File: src/rtl/usbcfg_pkg.sv
package usbcfg_pkg;

    localparam int REG_W    = 32;
    localparam int OPT_W    = 8;
    localparam int TRN_W    = 4;
    localparam int CAL_W    = 3;

    localparam int B_DBG    = 31;
    localparam int B_FDEV   = 30;
    localparam int B_FHOST  = 29;
    localparam int B_TXEND  = 28;
    localparam int OPT_LO   = 18;
    localparam int TRN_LO   = 10;
    localparam int B_HNP    = 9;
    localparam int B_SRP    = 8;
    localparam int B_SDR    = 7;
    localparam int RO_LO    = 3;
    localparam int RO_W     = 4;
    localparam logic [RO_W-1:0] RO_VAL = 4'b0010;
    localparam int CAL_LO   = 0;

    typedef enum logic [1:0] {
        OPM_NORMAL = 2'b00,
        OPM_HOST   = 2'b01,
        OPM_DEVICE = 2'b10
    } op_mode_e;

    typedef enum logic {
        SEQ_STEADY = 1'b0,
        SEQ_SETTLE = 1'b1
    } seq_state_e;

    typedef struct packed {
        logic             dbg;
        logic             fdev;
        logic             fhost;
        logic             txend;
        logic [OPT_W-1:0] opt;
        logic [TRN_W-1:0] trn;
        logic             hnp;
        logic             srp;
        logic             sdr;
        logic [CAL_W-1:0] cal;
    } cfg_fields_t;

    function automatic op_mode_e decode_req(input logic fhost, input logic fdev);
        if (fhost)     return OPM_HOST;
        else if (fdev) return OPM_DEVICE;
        else           return OPM_NORMAL;
    endfunction

endpackage

File: src/rtl/usbcfg_fields.sv
module usbcfg_fields
    import usbcfg_pkg::*;
#(
    parameter bit          SRP_WRITABLE = 1'b1,
    parameter logic [TRN_W-1:0] TRN_RESET = 4'd5
) (
    input  logic             clk,
    input  logic             rst_n,
    input  logic             wr_en,
    input  logic [REG_W-1:0] wr_data,
    output cfg_fields_t      cfg_o,
    output logic [REG_W-1:0] rd_data
);

    cfg_fields_t cfg_q;

    localparam cfg_fields_t CFG_RESET = '{
        dbg: 1'b0, fdev: 1'b0, fhost: 1'b0, txend: 1'b0,
        opt: '0, trn: TRN_RESET, hnp: 1'b0, srp: 1'b0,
        sdr: 1'b0, cal: '0
    };

    always_ff @(posedge clk or negedge rst_n) begin
        if (!rst_n) begin
            cfg_q <= CFG_RESET;
        end else if (wr_en) begin
            cfg_q.dbg   <= wr_data[B_DBG];
            cfg_q.fdev  <= wr_data[B_FDEV];
            cfg_q.fhost <= wr_data[B_FHOST];
            cfg_q.txend <= wr_data[B_TXEND];
            cfg_q.opt   <= wr_data[OPT_LO +: OPT_W];
            cfg_q.trn   <= wr_data[TRN_LO +: TRN_W];
            cfg_q.hnp   <= wr_data[B_HNP];
            cfg_q.sdr   <= wr_data[B_SDR];
            cfg_q.cal   <= wr_data[CAL_LO +: CAL_W];
            cfg_q.srp   <= SRP_WRITABLE ? wr_data[B_SRP] : 1'b0;
        end
    end

    // Read view: write-only and reserved positions stay zero.
    always_comb begin
        rd_data                    = '0;
        rd_data[B_FDEV]            = cfg_q.fdev;
        rd_data[B_FHOST]           = cfg_q.fhost;
        rd_data[B_TXEND]           = cfg_q.txend;
        rd_data[OPT_LO +: OPT_W]   = cfg_q.opt;
        rd_data[TRN_LO +: TRN_W]   = cfg_q.trn;
        rd_data[B_HNP]             = cfg_q.hnp;
        rd_data[B_SRP]             = cfg_q.srp;
        rd_data[B_SDR]             = cfg_q.sdr;
        rd_data[RO_LO +: RO_W]     = RO_VAL;
        rd_data[CAL_LO +: CAL_W]   = cfg_q.cal;
    end

    assign cfg_o = cfg_q;

    AST_CAL_WRITE: assert property (@(posedge clk) disable iff (!rst_n)
        wr_en |=> cfg_q.cal == $past(wr_data[CAL_LO +: CAL_W]));

    AST_TRN_HOLD: assert property (@(posedge clk) disable iff (!rst_n)
        !wr_en |=> $stable(cfg_q.trn));

    AST_DBG_WRITE: assert property (@(posedge clk) disable iff (!rst_n)
        wr_en |=> cfg_q.dbg == $past(wr_data[B_DBG]));

    generate
        if (!SRP_WRITABLE) begin : g_srp_locked
            AST_SRP_LOCKED: assert property (@(posedge clk) disable iff (!rst_n)
                wr_en |=> !cfg_q.srp);
        end
    endgenerate

endmodule

File: src/rtl/usbcfg_mode_seq.sv
module usbcfg_mode_seq
    import usbcfg_pkg::*;
#(
    parameter int SETTLE_CYC = 30000
) (
    input  logic     clk,
    input  logic     rst_n,
    input  logic     wr_en,
    input  logic     wr_fhost,
    input  logic     wr_fdev,
    output op_mode_e op_mode_o,
    output logic     mode_valid_o
);

    localparam int CW = (SETTLE_CYC > 1) ? $clog2(SETTLE_CYC) : 1;
    localparam logic [CW-1:0] CNT_LAST = CW'(SETTLE_CYC - 1);

    seq_state_e     state_q, state_d;
    logic [CW-1:0]  cnt_q, cnt_d;
    op_mode_e       tgt_q, tgt_d;
    op_mode_e       cur_q, cur_d;
    op_mode_e       req;
    logic           start;

    assign req   = decode_req(wr_fhost, wr_fdev);
    assign start = wr_en && (req != tgt_q);

    always_comb begin
        state_d = state_q;
        cnt_d   = cnt_q;
        tgt_d   = tgt_q;
        cur_d   = cur_q;
        unique case (state_q)
            SEQ_STEADY: begin
                if (start) begin
                    state_d = SEQ_SETTLE;
                    cnt_d   = CNT_LAST;
                    tgt_d   = req;
                end
            end
            SEQ_SETTLE: begin
                if (start) begin
                    cnt_d = CNT_LAST;
                    tgt_d = req;
                end else if (cnt_q == '0) begin
                    state_d = SEQ_STEADY;
                    cur_d   = tgt_q;
                end else begin
                    cnt_d = cnt_q - 1'b1;
                end
            end
            default: state_d = SEQ_STEADY;
        endcase
    end

    always_ff @(posedge clk or negedge rst_n) begin
        if (!rst_n) begin
            state_q <= SEQ_STEADY;
            cnt_q   <= '0;
            tgt_q   <= OPM_NORMAL;
            cur_q   <= OPM_NORMAL;
        end else begin
            state_q <= state_d;
            cnt_q   <= cnt_d;
            tgt_q   <= tgt_d;
            cur_q   <= cur_d;
        end
    end

    always_comb begin
        op_mode_o    = cur_q;
        mode_valid_o = (state_q == SEQ_STEADY);
    end

    AST_MODE_ONLY_AT_END: assert property (@(posedge clk) disable iff (!rst_n)
        (cur_q != $past(cur_q)) |-> $past(state_q == SEQ_SETTLE && cnt_q == '0));

    AST_CNT_RANGE: assert property (@(posedge clk) disable iff (!rst_n)
        cnt_q <= CNT_LAST);

    AST_HOST_PRIO: assert property (@(posedge clk) disable iff (!rst_n)
        (wr_en && wr_fhost) |=> tgt_q == OPM_HOST);

    AST_VALID_MATCH: assert property (@(posedge clk) disable iff (!rst_n)
        mode_valid_o |-> tgt_q == cur_q);

endmodule

File: src/rtl/usbcfg_top.sv
module usbcfg_top
    import usbcfg_pkg::*;
#(
    parameter bit SRP_MODE_EN   = 1'b1,
    parameter bit SCALE_DOWN    = 1'b0,
    parameter int SETTLE_FULL   = 1500000,
    parameter int SETTLE_SCALED = 30000
) (
    input  logic        clk,
    input  logic        rst_n,
    input  logic        wr_en,
    input  logic [31:0] wr_data,
    output logic [31:0] rd_data,
    output logic        dbg_corrupt_o,
    output logic        tx_end_dly_o,
    output logic [7:0]  phy_opt_o,
    output logic [3:0]  turnaround_o,
    output logic        hnp_en_o,
    output logic        srp_en_o,
    output logic        sdr_sel_o,
    output logic [2:0]  tout_cal_o,
    output logic [1:0]  op_mode_o,
    output logic        mode_valid_o
);

    localparam int SETTLE_CYC = SCALE_DOWN ? SETTLE_SCALED : SETTLE_FULL;

    cfg_fields_t cfg;
    op_mode_e    mode;

    usbcfg_fields #(
        .SRP_WRITABLE (SRP_MODE_EN),
        .TRN_RESET    (4'd5)
    ) u_fields (
        .clk     (clk),
        .rst_n   (rst_n),
        .wr_en   (wr_en),
        .wr_data (wr_data),
        .cfg_o   (cfg),
        .rd_data (rd_data)
    );

    usbcfg_mode_seq #(
        .SETTLE_CYC (SETTLE_CYC)
    ) u_seq (
        .clk          (clk),
        .rst_n        (rst_n),
        .wr_en        (wr_en),
        .wr_fhost     (wr_data[B_FHOST]),
        .wr_fdev      (wr_data[B_FDEV]),
        .op_mode_o    (mode),
        .mode_valid_o (mode_valid_o)
    );

    assign dbg_corrupt_o = cfg.dbg;
    assign tx_end_dly_o  = cfg.txend;
    assign phy_opt_o     = cfg.opt;
    assign turnaround_o  = cfg.trn;
    assign hnp_en_o      = cfg.hnp;
    assign srp_en_o      = cfg.srp;
    assign sdr_sel_o     = cfg.sdr;
    assign tout_cal_o    = cfg.cal;
    assign op_mode_o     = mode;

endmodule

File: config.mk
export PLATFORM = sky130hd
export DESIGN_NAME = usbcfg_top
export DESIGN_NICKNAME = d
export VERILOG_FILES = /design/src/rtl/usbcfg_pkg.sv /design/src/rtl/usbcfg_fields.sv /design/src/rtl/usbcfg_mode_seq.sv /design/src/rtl/usbcfg_top.sv
export SDC_FILE = /design/constraint.sdc
export NUM_CORES = 1
export LEC_CHECK = 0
export BUFFER_PORTS_ARGS = -buffer_cell sky130_fd_sc_hd__buf_2
export CORE_ASPECT_RATIO = 0.9
export CORE_MARGIN = 2
export CORE_UTILIZATION = 25
export DETAILED_ROUTE_END_ITERATION = 10
export GPL_ROUTABILITY_DRIVEN = 0
export PLACE_DENSITY = 0.53
export REMOVE_ABC_BUFFERS = 1
export SLEW_MARGIN = 20
export SYNTH_ARGS = -nofsm -noshare
export SYNTH_HDL_FRONTEND = slang
export SYNTH_SLANG_ARGS = --single-unit
File: constraint.sdc
create_clock -name clk -period 5.98 [get_ports clk]
set_clock_uncertainty 0.05 [all_clocks]
set_input_delay 1.794 -clock clk [delete_from_list [all_inputs] [get_ports clk]]
set_output_delay 1.794 -clock clk [all_outputs]
set_load 0.02 [all_outputs]
After elaboration in Yosys (flattened, before gate mapping)
Cells that the tools add are included.
- mux-type cells: 11
- bitwise operators: 2
- eq/ne operators: 3
- reductions and logical operators: 4
- add/sub/neg operators: 1
- operators with widths (operator ; count):
    21-bit two-way mux ; 3
    21-bit case mux with 2 select lines ; 1
    21-bit zero test ; 1
    21-bit by 1-bit subtractor with 21-bit output, second input constant ; 1
    2-bit two-way mux ; 3
    1-bit two-way mux ; 3
    3-bit != test, second input constant ; 1
    3-bit AND reduction ; 1
    2-bit by 1-bit != test with 1-bit output, second input constant ; 1
    2-bit != test ; 1
    1-bit NOT ; 2
    1-bit case mux with 2 select lines ; 1
    2-bit AND reduction ; 1
    1-bit logical AND ; 1
- input bits: 35
- bits in registers: 48

Depth between registers and ports, before layout
- depth in word-level cells: 6
- gate-level depth with buffers: 8
- mapped depth without buffers: 7

Modules after synthesis
A second synthesis with hierarchy kept.
- cells, all modules: 219
- area, all modules: 2503.7 um^2
- by module, submodules not included (module ; area an instance (um^2) ; instances ; cells an instance ; sequential area each (um^2)):
    usbcfg_mode_seq ; 1432.6 ; 1 ; 139 ; 650.6
    usbcfg_fields ; 1071.0 ; 1 ; 80 ; 553.0

Worst setup path before layout
OpenSTA, ideal clock, no wires.
- kind: input-to-reg
- start point: in wr_data[30]
- end point: reg u_seq.cnt_q[11]
- data arrival time: 3.037 ns
- buffers on the path: 1
- setup slack: 2.828 ns
- stages on the path: 5
- data required time: 5.864 ns
- path through: or4_1 -> and4_1 -> clkbuf_1 -> nor4_1 -> a31o_1
- longest elaborated chain between the ends: 6
- elaborated cells on any way between the ends: 9
- those cells by class: eq/ne: 3; mux: 4; reduce/logical: 2
- ends and longest elaborated chain (what ; RTL line ; RTL):
    start, declared ; usbcfg_top.sv:12 ; input logic [31:0] wr_data,
    2-bit two-way mux * ; usbcfg_pkg.sv:48 ; else if (fdev) return OPM_DEVICE;
    2-bit two-way mux * ; usbcfg_pkg.sv:47 ; if (fhost) return OPM_HOST;
    2-bit != test * ; usbcfg_mode_seq.sv:26 ; assign start = wr_en && (req != tgt_q);
    1-bit logical AND * ; usbcfg_mode_seq.sv:26 ;
    21-bit two-way mux, or another cell as far along ; usbcfg_mode_seq.sv:42 ; if (start) begin
    21-bit case mux with 2 select lines / 2-bit AND reduction (equally long branches) ; n/a ;
    end signal, assigned ; usbcfg_mode_seq.sv:64 ; cnt_q <= cnt_d;
    end, declared ; usbcfg_mode_seq.sv:19 ; logic [CW-1:0] cnt_q, cnt_d;
Mark *: on every way between the ends. The rest lies on a longest branch, timed or not.
A chain may end at the register's enable or synchronous reset.

Final worst setup path
- start point: in wr_en
- end point: reg u_seq.cur_q[0] (netlist: u_seq.op_mode_o[0])
- longest elaborated chain between the ends: 3
- ends and longest elaborated chain (what ; RTL line ; RTL):
    start, declared ; usbcfg_top.sv:11 ; input logic wr_en,
    1-bit logical AND ; usbcfg_mode_seq.sv:26 ;
    1-bit NOT (no line) ; n/a ;
    3-bit AND reduction (no line) ; n/a ;
    end signal, assigned ; usbcfg_mode_seq.sv:66 ; cur_q <= cur_d;
    end, declared ; usbcfg_mode_seq.sv:21 ; op_mode_e cur_q, cur_d;
Every way passes these cells.

==> impl_results.md <==
* Fraction of met2 tracks used by global routing at 0.145
* Die footprint at between 10000 and 15000 um^2
* Synth warnings at 0
* Primary FF master, synth: sky130_fd_sc_hd__dfrtp_1
* Top cell type's share of synthesized area at 0.460
* Pin slew with the least headroom to its limit at roughly 770 ps
* Post-synth EDFFs at 0
* Global routing met1 resource utilization at 0.129
* Hold Path Class: flop to flop
* Met3 Usage GRT at 0.0324
* Resized Gates After CTS at 0
* Hold-fix buffers, CTS at 0
* Total vias in the final route at 1749
* Total leakage power at around 0.0012 uW
* Global route hottest layer: met2
* Starting Density at 0.258
* Worst-path clk slew at ~90 ps
* Minimum clock period at 3310 ps
* Number of antenna cells inserted at 0
* Leading area contributor after synthesis: sky130_fd_sc_hd__dfrtp_1
* Die width at ~110 um
* Worst path arrival time at 3460 ps
* Switching power as a share of total power at 0.292
* Post-Syn Instances at 228
* Cells after DPL at between 300 and 400
* Setup_tns at 0 ps
* Sinks on Clock Net at 48
* Mean cell area of the mapped netlist at around 11 um^2
* Critical path startpoint category: input port
* Half-perimeter wire length of the detailed placement result at roughly 3300 um
* Maximum level of the CTS H-tree at 2
* Count of state elements after synthesis at 48
* Final Net Count at a little over 300
* Starting DRT DRC Count at 81
* Overall Global Routing Usage at 0.0960
* Largest net degree at the start of global routing at between 40 and 50
* Maximum fanout along the worst path at 28
* WS Path Type: input port to flop
* Share of power burned in registers at 0.485
* Post-detailed-route wirelength per cell at around 12 um
* Crit path capture type: flop
* Vert. Die Dim at slightly below 100 um
* Maximum buffer depth of the clock tree at 2
* Final setup violation count at 0
* Share of cells above drive strength 1 at 0.405
* Share of the clock period used by the worst path at 0.554
* Source-to-sink clock delay at the later pin of the worst-skew pair at about 300 ps
* Number of antenna violations at the first check in global routing at 0
* Number of buffers added by the clock tree synthesis step at 5
* Relative area change from synthesis to final layout at 15.4%
* Relative contribution of combinational cells to total power at 0.184
* TritonCTS clock tree: done
* DRC violations left at 0
* Floorplan row count at 34
* Async set or reset register ratio after synthesis at 1.00
* Total wirelength of the detailed-routed design at 4820 um
* Clk network pwr share at 0.331
* Count of pins over their slew limit at 0
* Fraction of the yosys area taken by sequential cells at 0.481
* Worst slack at placement at 2310 ps
* Critical-path cell list: buf_2 > nand4_2 > nand3_4 > mux2_4
* Utilization of the core after routing at 0.298
* Core Footprint at between 9000 and 10000 um^2
* Crit-path slowest cell: sky130_fd_sc_hd__nand4_2
* Via density per instance at around 4.4
* Cell area after synthesis at approximately 2500 um^2
* Sum of overflow across all layers after global routing at 0
* Dpl cell area at ~2800 um^2
* Max capacitance violation total at 0
* Global-route wire length before repair at 8180 um
* Top area cells in the synthesized netlist: sky130_fd_sc_hd__dfrtp_1 46%, sky130_fd_sc_hd__mux2_2 9.4%, sky130_fd_sc_hd__buf_4 9.0%
* Worst max-slew margin expressed relative to the limit at 0.486
* Critical path data required time at between 6000 and 7000 ps
* Clock tree root buffer cell: sky130_fd_sc_hd__clkbuf_8
* Remaining antenna violation count after routing at 0
* Number of buffers inserted by post-CTS setup repair at 0
* Status: complete, no violations
* PortBufs at ~70
* Peak VDD IR at between 100 and 150 uV
* Hold Fails Final Rpt at 0
* Vias in the first global route at between 1500 and 2000
* Psw at between 200 and 250 uW
* Count of pins on the block boundary at 90
* Internal portion of total power at 536 uW
* RSZ-0062 raised after global routing: false
* Power density of the placed cells at 262 nW/um^2
* Critical Path Max Stage Delay at between 600 and 700 ps
* Number of non-filler instances in the completed layout at 400
* Number of search-and-repair iterations in the first detailed-routing pass at 4
* Number of library cell types mapped by synthesis at 46
* Final setup margin at around 2700 ps
* Final Instance Area at around 2900 um^2
* Max Clk Rate at approximately 300 MHz
==> cell usage in the layout, fill, tap and decap left out, types with 5 or more instances in the layout <==
cell type                   n
sky130_fd_sc_hd__xor2_1    12
sky130_fd_sc_hd__o21ai_1    5
sky130_fd_sc_hd__o21ai_0    5
sky130_fd_sc_hd__nor3_1     5
sky130_fd_sc_hd__clkbuf_8   6
sky130_fd_sc_hd__buf_2     68
sky130_fd_sc_hd__inv_1      6
sky130_fd_sc_hd__nor4_1     5
sky130_fd_sc_hd__nand3_1    7
sky130_fd_sc_hd__nand2_1   15
sky130_fd_sc_hd__nor2_1     9
sky130_fd_sc_hd__conb_1    11
sky130_fd_sc_hd__mux2_2    21
sky130_fd_sc_hd__dfrtp_1   46
==> per-layer routing <==
| layer | vias to the layer above | wire length [um] | part of all wire |
|---|---|---|---|
| met3 | 8 | 326 | 0.068 |
| met2 | 63 | 2070 | 0.43 |
| met4 | 0 | 65 | 0.013 |
| li1 | 851 | - | - |
| met5 | - | 0 | 0 |
| met1 | 827 | 2360 | 0.49 |
==> through the flow <==
step           power [uW]  hold slack, ps
3_3_place_gp          513             445
3_5_place_dp          515             445
2_1_floorplan         457             433
4_1_cts               773             470
5_1_grt               802             496
6_report              757             473
==> synthesized netlist by cell type (5+ instances only) <==
master and n:
sky130_fd_sc_hd__inv_1 6, sky130_fd_sc_hd__o21ai_0 5, sky130_fd_sc_hd__dfrtp_1 46, sky130_fd_sc_hd__mux2_2 21, sky130_fd_sc_hd__o21ai_1 5, sky130_fd_sc_hd__nor4_1 5
sky130_fd_sc_hd__nor2_1 9, sky130_fd_sc_hd__nand2_1 15, sky130_fd_sc_hd__nand3_1 7, sky130_fd_sc_hd__buf_4 30, sky130_fd_sc_hd__nor3_1 5, sky130_fd_sc_hd__xor2_1 12
==> kinds of logic (layout without fill, tap and decap cells) <==
kind of cell / Yosys count / in the layout / share of synthesized area
adders and majority gates: 2 / 2 / 0.00999
buffers and inverters: 46 / 83 / 0.118
xor gates and xnor gates: 13 / 13 / 0.0455
and+or+nand+nor: 70 / 70 / 0.175
muxes: 23 / 23 / 0.106
DFF: 48 / 48 / 0.481
AOI/OAI and AO/OA: 24 / 24 / 0.0614
other: 2 / 11 / 0.00300
==> final cells by class <==
class	count	area, um^2
tap	126	158
clock inverter	2	38.8
inverter	6	22.5
timing repair buffer	69	348
sequential	48	1200
multi-input combinational	143	1040
fill	1023	6810
clock buffer	6	82.6
==> path summary, 6_finish.rpt <==
path / slack (ps) / start / to / cells past startpoint
max: 2670 / wr_en / u_seq.op_mode_o[0]$_DFFE_PN0P_ / 4
min: 470 / u_fields.cfg_o[21]$_DFFE_PN0P_ / u_fields.cfg_o[21]$_DFFE_PN0P_ / 1
max reg2reg: 3020 / u_seq.cnt_q[3]$_DFFE_PN0P_ / u_seq.cnt_q[7]$_DFFE_PN0P_ / 5
min reg2reg: 470 / u_fields.cfg_o[21]$_DFFE_PN0P_ / u_fields.cfg_o[21]$_DFFE_PN0P_ / 1
max in group asynchronous: 3920 / rst_n / u_seq.cnt_q[1]$_DFFE_PN0P_ / 2
min in group asynchronous: 1530 / rst_n / u_seq.cnt_q[19]$_DFFE_PN0P_ / 2
==> power by group through the flow <==
stage	combinational, uW	sequential, uW	clock [uW]
final	139	367	250
after global routing	153	371	277
after floorplan	50.1	407	0
after global placement	141	372	0
after detailed placement	142	373	0
after CTS	142	368	262
==> registers in the layout, indices dropped and copies added, names as in the netlist <==
signal,count
u_fields.cfg_o,22
u_seq.op_mode_o,2
u_seq.state_q,1
u_seq.cnt_q,21
u_seq.tgt_q,2
==> critical path: cells and delay by family <==
| kind | cells | cell delay [ps] |
|---|---|---|
| buf+inv | 1 | 460 |
| mux | 1 | 310 |
| simple gates | 2 | 890 |
Note: power is estimated with default switching activity, not from simulation.
